`src/rtl/eth_af_pkg.sv`:
```
package eth_af_pkg;
  typedef struct packed {
    logic pf;
    logic ff;
    logic mcast;
    logic bcast;
  } af_status_t;
endpackage

```
`src/rtl/eth_af_addr_track.sv`:
```
module eth_af_addr_track #(
  parameter int ADDR_BYTES = 6,
  parameter int BYTE_W     = 8
) (
  input  logic                         clk,
  input  logic                         rst,
  input  logic                         sof,
  input  logic                         vld,
  input  logic [BYTE_W-1:0]            data,
  input  logic [ADDR_BYTES*BYTE_W-1:0] station,
  output logic                         nxt_full,
  output logic                         nxt_any,
  output logic                         nxt_match,
  output logic                         nxt_ones,
  output logic                         nxt_grp
);
  localparam int CW = $clog2(ADDR_BYTES + 1);
  localparam logic [CW-1:0] LAST = CW'(ADDR_BYTES);

  logic [BYTE_W-1:0] sa_b [ADDR_BYTES];
  for (genvar g = 0; g < ADDR_BYTES; g++) begin : g_split
    assign sa_b[g] = station[(ADDR_BYTES-1-g)*BYTE_W +: BYTE_W];
  end

  logic [CW-1:0] idx_q, idx_b, idx_n;
  logic match_q, ones_q, grp_q;
  logic match_b, ones_b, grp_b;
  logic match_n, ones_n, grp_n;
  logic take;

  always_comb begin
    idx_b   = sof ? '0   : idx_q;
    match_b = sof ? 1'b1 : match_q;
    ones_b  = sof ? 1'b1 : ones_q;
    grp_b   = sof ? 1'b0 : grp_q;
    idx_n   = idx_b;
    match_n = match_b;
    ones_n  = ones_b;
    grp_n   = grp_b;
    take    = vld && (idx_b < LAST);
    if (take) begin
      match_n = match_b && (data == sa_b[idx_b]);
      ones_n  = ones_b && (&data);
      if (idx_b == '0) grp_n = data[0];
      idx_n   = idx_b + 1'b1;
    end
  end

  always_ff @(posedge clk) begin
    if (rst) begin
      idx_q   <= '0;
      match_q <= 1'b1;
      ones_q  <= 1'b1;
      grp_q   <= 1'b0;
    end else begin
      idx_q   <= idx_n;
      match_q <= match_n;
      ones_q  <= ones_n;
      grp_q   <= grp_n;
    end
  end

  assign nxt_full  = (idx_n == LAST);
  assign nxt_any   = (idx_n != '0);
  assign nxt_match = match_n;
  assign nxt_ones  = ones_n;
  assign nxt_grp   = grp_n;

  // the byte index never runs past the address window
  a_r10_idx_bound: assert property (@(posedge clk) disable iff (rst)
    idx_q <= LAST);

  // a start strobe with no byte leaves the window empty
  a_r10_sof_clear: assert property (@(posedge clk) disable iff (rst)
    (sof && !vld) |=> (idx_q == '0));
endmodule

```
`src/rtl/eth_af_status.sv`:
```
module eth_af_status
  import eth_af_pkg::*;
(
  input  logic       clk,
  input  logic       rst,
  input  logic       eof,
  input  logic       err,
  input  logic       promisc,
  input  logic       no_bcast,
  input  logic       pass_bad,
  input  logic       full,
  input  logic       any,
  input  logic       match,
  input  logic       ones,
  input  logic       grp,
  output logic       stat_valid,
  output af_status_t stat
);
  af_status_t calc;
  logic is_bc, pass, bad;

  always_comb begin
    is_bc      = full && ones;
    pass       = promisc || (is_bc ? !no_bcast : (full && match));
    bad        = err || !full;
    calc.bcast = is_bc;
    calc.mcast = any && grp && !is_bc;
    calc.pf    = bad;
    calc.ff    = !full || !pass || (bad && !pass_bad);
  end

  always_ff @(posedge clk) begin
    if (rst) begin
      stat_valid <= 1'b0;
      stat       <= '0;
    end else begin
      stat_valid <= eof;
      stat       <= eof ? calc : '0;
    end
  end

  // one status pulse follows each end strobe
  a_r2_pulse: assert property (@(posedge clk) disable iff (rst)
    eof |=> stat_valid);
  a_r2_quiet: assert property (@(posedge clk) disable iff (rst)
    !eof |=> !stat_valid);

  // promiscuous accepts every complete, clean destination
  a_r7_promisc: assert property (@(posedge clk) disable iff (rst)
    (eof && promisc && full && !err) |=> !stat.ff);

  // an errored frame always raises pf
  a_r8_err_pf: assert property (@(posedge clk) disable iff (rst)
    (eof && err) |=> stat.pf);

  // a short frame is flagged bad and failed
  a_r9_short: assert property (@(posedge clk) disable iff (rst)
    (eof && !full) |=> (stat.pf && stat.ff && !stat.bcast));
endmodule

```
`src/rtl/eth_rx_addr_filter.sv`:
```
module eth_rx_addr_filter
  import eth_af_pkg::*;
#(
  parameter int ADDR_BYTES = 6,
  parameter int BYTE_W     = 8
) (
  input  logic                         clk,
  input  logic                         rst,
  input  logic                         rx_sof,
  input  logic                         rx_vld,
  input  logic [BYTE_W-1:0]            rx_data,
  input  logic                         rx_eof,
  input  logic                         rx_err,
  input  logic [ADDR_BYTES*BYTE_W-1:0] station_addr,
  input  logic                         promisc,
  input  logic                         no_bcast,
  input  logic                         pass_bad,
  output logic                         stat_valid,
  output logic [3:0]                   stat_word
);
  logic full, any, match, ones, grp;
  af_status_t st;

  eth_af_addr_track #(
    .ADDR_BYTES (ADDR_BYTES),
    .BYTE_W     (BYTE_W)
  ) u_track (
    .clk       (clk),
    .rst       (rst),
    .sof       (rx_sof),
    .vld       (rx_vld),
    .data      (rx_data),
    .station   (station_addr),
    .nxt_full  (full),
    .nxt_any   (any),
    .nxt_match (match),
    .nxt_ones  (ones),
    .nxt_grp   (grp)
  );

  eth_af_status u_status (
    .clk        (clk),
    .rst        (rst),
    .eof        (rx_eof),
    .err        (rx_err),
    .promisc    (promisc),
    .no_bcast   (no_bcast),
    .pass_bad   (pass_bad),
    .full       (full),
    .any        (any),
    .match      (match),
    .ones       (ones),
    .grp        (grp),
    .stat_valid (stat_valid),
    .stat       (st)
  );

  assign stat_word = st;

  // the word is zero whenever no pulse is present
  a_r11_idle_zero: assert property (@(posedge clk) disable iff (rst)
    !stat_valid |-> (stat_word == 4'd0));
endmodule

```
`config.mk`:
```
export PLATFORM = sky130hd
export DESIGN_NAME = eth_rx_addr_filter
export DESIGN_NICKNAME = d
export VERILOG_FILES = /design/src/rtl/eth_af_pkg.sv /design/src/rtl/eth_af_addr_track.sv /design/src/rtl/eth_af_status.sv /design/src/rtl/eth_rx_addr_filter.sv
export SDC_FILE = /design/constraint.sdc
export NUM_CORES = 1
export LEC_CHECK = 0
export ABC_AREA = 0
export BUFFER_PORTS_ARGS = -buffer_cell sky130_fd_sc_hd__buf_2
export CAP_MARGIN = 5
export CORE_AREA = 2 2 57 59
export DETAILED_ROUTE_END_ITERATION = 6
export DIE_AREA = 0 0 59 61
export PLACE_DENSITY_LB_ADDON = 0.1
export SYNTH_ARGS = -nofsm -noshare
export SYNTH_HDL_FRONTEND = slang
export SYNTH_HIERARCHICAL = 1
export SYNTH_SLANG_ARGS = --single-unit
```
`constraint.sdc`:
```
create_clock -name clk -period 2.35 [get_ports clk]
set_input_delay 0.235 -clock clk [delete_from_list [all_inputs] [get_ports clk]]
set_output_delay 0.235 -clock clk [all_outputs]
set_load 0.01 [all_outputs]
```
==> results_tabular.tex <==
\begin{tabular}{lr}
\hline
Metric & Value \\
\hline
\multicolumn{2}{l}{\textbf{Setup path}} \\
\quad Crit path kind & reg2reg \\
\quad Nature of the critical path endpoint & flip-flop \\
\quad Bufs and invs on worst path & 1 \\
\quad Largest delay share family, worst path & compound AO/OA/AOI/OAI gates \\
\quad CP max stage delay & between 300 and 400 ps \\
\quad Largest driver fanout on the critical path & 23 \\
\quad Crit path max-delay cell type & o21bai\_2 \\
\quad Required time of the critical path & $\sim$2500 ps \\
\quad Crit path launch type & flip-flop \\
\quad Crit path DAT & 2370 ps \\
\quad CP cell instances & buf\_12 > o21bai\_2 > a21boi\_1 > a221o\_1 > a2111oi\_2 > nand4\_1 > o21ai\_1 > o21ai\_0 > a22o\_1 \\
\multicolumn{2}{l}{\textbf{Clock network}} \\
\quad Max Buffers Root-to-Sink & 2 \\
\quad Post-cts hold buffer count & 0 \\
\quad Clock sinks & 11 \\
\quad Number of buffers added by the clock tree synthesis step & 3 \\
\quad H-tree levels & 1 \\
\quad Clock tree root buffer cell & clkbuf\_4 \\
\quad Post-cts resize count & 0 \\
\quad TritonCTS clock tree & built \\
\quad Clk pin slew, worst setup/hold paths & around 70 ps \\
\quad Source-to-sink clock delay at the later pin of the worst-skew pair & 270 ps \\
\quad Post-CTS repair timing setup buffer count & 0 \\
\multicolumn{2}{l}{\textbf{Drt}} \\
\quad Detailed Routing Iterations Pass 1 & 6 \\
\quad Post-DRT Antenna Nets & 0 \\
\quad Wire length per cell & $\sim$14 um \\
\quad Initial drt markers & 60 \\
\quad Via total after detailed routing & approximately 1.4k \\
\quad Total wirelength of the detailed-routed design & $\sim$3.6 mm \\
\quad Number of DRC violations after detailed routing & 0 \\
\quad Vias per std cell & 5.541 \\
\multicolumn{2}{l}{\textbf{Cells and area}} \\
\quad Layout overhead on the synthesized area & 27.98\% \\
\quad Net count, final & 292 \\
\quad Total inserted antenna cells & 0 \\
\quad Fillers & 280 \\
\quad Final design area excluding fillers & $\sim$1700 sq um \\
\quad Proportion of layout cells with a drive suffix above 1 & about 42\% \\
\multicolumn{2}{l}{\textbf{Synthesis}} \\
\quad Area of the mapped netlist & between 1000 and 1500 sq um \\
\quad Seq cells post-synth & 11 \\
\quad Commonest register cell after synthesis & dfxtp\_1 \\
\quad Post-synthesis async set-or-reset flop share & 0\% \\
\quad Post-synth EDFFs & 0 \\
\quad Mean area per synthesized cell & between 8 and 9 sq um \\
\quad Sequential fraction of the synthesis area & about 17\% \\
\quad Number of distinct library cell variants in the gate-level netlist after synthesis & 54 \\
\quad Net count after synthesis & about 220 \\
\quad Count of synthesis-stage warnings from yosys & 6 \\
\quad Gate Count Post-Synth & between 150 and 200 \\
\multicolumn{2}{l}{\textbf{Timing}} \\
\quad Final setup violating endpoints & 0 \\
\quad RSZ-0062 raised after global routing & no \\
\quad Actual transition at the worst max-transition pin & about 360 ps \\
\quad Tightest slew margin relative to the limit & 75.74\% \\
\quad Setup Skew & $\sim$0.6 ps \\
\quad Final count of pins violating max slew & 0 \\
\quad Final hold violations & 0 \\
\quad Setup TNS after final layout & 0 ps \\
\quad Max frequency & about 450 MHz \\
\quad Share of the cycle needed by the critical path after routing & a little over nine tenths \\
\quad Minimum clock period after layout & roughly 2200 ps \\
\multicolumn{2}{l}{\textbf{Run}} \\
\quad Maximum capacitance violations & 0 \\
\multicolumn{2}{l}{\textbf{Power}} \\
\quad Max IR drop VDD & 211.6 uV \\
\quad Static leakage & a little under 0.8 nW \\
\quad Cell Pwr Density & 330.2 nW/um\^{}2 \\
\multicolumn{2}{l}{\textbf{Die}} \\
\quad Number of placement rows & 20 \\
\quad Die Height & slightly above 60 um \\
\quad Placeable Area & slightly below 3000 sq um \\
\quad Area of the die & roughly 3600 sq um \\
\quad Initial standard-cell utilization of the core & between 40\% and 50\% \\
\quad Die span in x & 59 um \\
\quad \# IOs & 70 \\
\multicolumn{2}{l}{\textbf{Global route}} \\
\quad Number of antenna violations at the first check in global routing & 0 \\
\quad Largest net degree at the start of global routing & 24 \\
\quad First-pass GRT wire length & $\sim$5.6 mm \\
\quad Overall fraction of global-route tracks in use & around a fifth \\
\quad Total congestion overflow & 0 \\
\quad Via count of the first global-routing pass & between 1k and 1.5k \\
\multicolumn{2}{l}{\textbf{Placement}} \\
\quad Number of input and output port buffers inserted & 69 \\
\quad Placed wire-length estimate after detailed placement & 2.870 mm \\
\quad Cell area reported after detailed placement & 1623 sq um \\
\quad Placer's final routability congestion estimate & about 0.87 \\
\multicolumn{2}{l}{\textbf{Min path}} \\
\quad Worst hold path type & in2reg \\
\multicolumn{2}{l}{\textbf{Status}} \\
\quad Run status & finished, final reports clean \\
\hline
\end{tabular}
registers in the layout, indices dropped and copies added (netlist names):
signal,cells
u_status/stat,4
u_track/idx_q,3
u_status/stat_valid,1
u_track/grp_q,1
u_track/match_q,1
u_track/ones_q,1
logic make-up (layout without fill, tap and decap cells):
kind of cell	after synthesis	after routing	synth area share [%]
XOR/XNOR	3	3	2.033
AO/OA/AOI/OAI	57	57	33.59
adder cells (fa/ha/maj)	2	2	1.936
AND/OR/NAND/NOR	43	43	18.20
flip-flops	11	11	17.04
buffers and inverters	20	89	12.00
multiplexers	19	19	15.20
through the flow:
step,cells,total power [mW],hold WS [ps],worst slack [ps],util [%]
global route,257,0.5824,215.0,4.236,56.02
floorplan,155,0.3382,304.1,368.5,-
global placement,253,0.4172,505.8,145.6,54.96
CTS,257,0.5500,218.2,128.8,55.85
finish,257,0.5462,226.7,143.9,56.02
detailed placement,253,0.4204,503.3,129.2,54.96
per-layer routing:
layer / vias up / part of all wire (%) / GRT usage, % / wire [um]
met3: 2 / 5.1 / 4.478 / 182
met4: 0 / 0.11 / 1.948 / 4
met5: - / 0 / 0 / 0
li1: 721 / - / - / -
met2: 41 / 47 / 35.71 / 1664
met1: 660 / 48 / 26.63 / 1708
layout make-up:
type / instances / area, sq um / area share, %
multi-input cells: 124 / 917.1 / 55.45
repair buffers: 76 / 414.1 / 25.04
flip-flops and latches: 11 / 221.5 / 13.39
well taps: 33 / 41.29 / 2.496
inverters: 9 / 33.78 / 2.042
clock buffers: 4 / 26.28 / 1.588
cell usage in the layout (no fill, tap or decap), types with 2 or more instances in the layout:
| cell type | n |
|---|---|
| dfxtp_1 | 10 |
| clkbuf_4 | 3 |
| o21ai_0 | 11 |
| o2111ai_1 | 3 |
| buf_2 | 69 |
| o22a_1 | 2 |
| a21oi_1 | 8 |
| buf_4 | 5 |
| o21a_1 | 6 |
| nor2_1 | 9 |
| xor2_1 | 2 |
| nand2_1 | 11 |
| nor3_1 | 3 |
| mux2i_1 | 17 |
| nor2b_1 | 3 |
| o221ai_1 | 3 |
| o211ai_2 | 2 |
| o21ai_1 | 2 |
| inv_1 | 8 |
| o211a_1 | 2 |
| nand4_1 | 4 |
| nor4_1 | 2 |
| ha_1 | 2 |
| o211ai_1 | 4 |
worst reg2reg max path, cell delays in order, from the launching register on:
cell	delay [ps]
dfxtp_1	330
buf_12	170
o21bai_2	350
a21boi_1	130
a221o_1	320
a2111oi_2	220
nand4_1	180
o21ai_1	160
o21ai_0	80
a22o_1	170
power breakdown:
part           total [mW]  internal [mW]  switching [mW]
clock               0.129         0.0658          0.0637
combinational       0.219          0.112           0.107
sequential          0.198          0.195         0.00311
cells in the mapped netlist, drive strengths merged (3+ instances only):
| cell type | count | share of area, % |
|---|---|---|
| a21oi | 9 | 3.8 |
| buf | 11 | 9.4 |
| dfxtp | 11 | 17 |
| inv | 9 | 2.6 |
| mux2i | 17 | 13 |
| nand2 | 11 | 3.2 |
| nand4 | 4 | 1.9 |
| nor2 | 9 | 2.6 |
| nor2b | 3 | 1.5 |
| nor3 | 3 | 1.2 |
| o2111ai | 3 | 2.0 |
| o211ai | 6 | 4.3 |
| o21a | 6 | 3.5 |
| o21ai | 13 | 5.0 |
| o221ai | 3 | 2.0 |
worst paths after layout:
| kind | start | to | slack, ps | cells past startpoint |
|---|---|---|---|---|
| setup / recovery | u_track/idx_q[0]$_SDFF_PP0_ | u_status/stat[2]$_SDFF_PP0_ | 140 | 9 |
| hold reg to reg | u_track/grp_q$_SDFF_PP0_ | u_track/grp_q$_SDFF_PP0_ | 540 | 2 |
| setup reg to reg | u_track/idx_q[0]$_SDFF_PP0_ | u_status/stat[2]$_SDFF_PP0_ | 140 | 9 |
| hold / removal | rst | u_track/idx_q[2]$_SDFF_PP0_ | 230 | 2 |
Power figures use the tool's default switching activity.
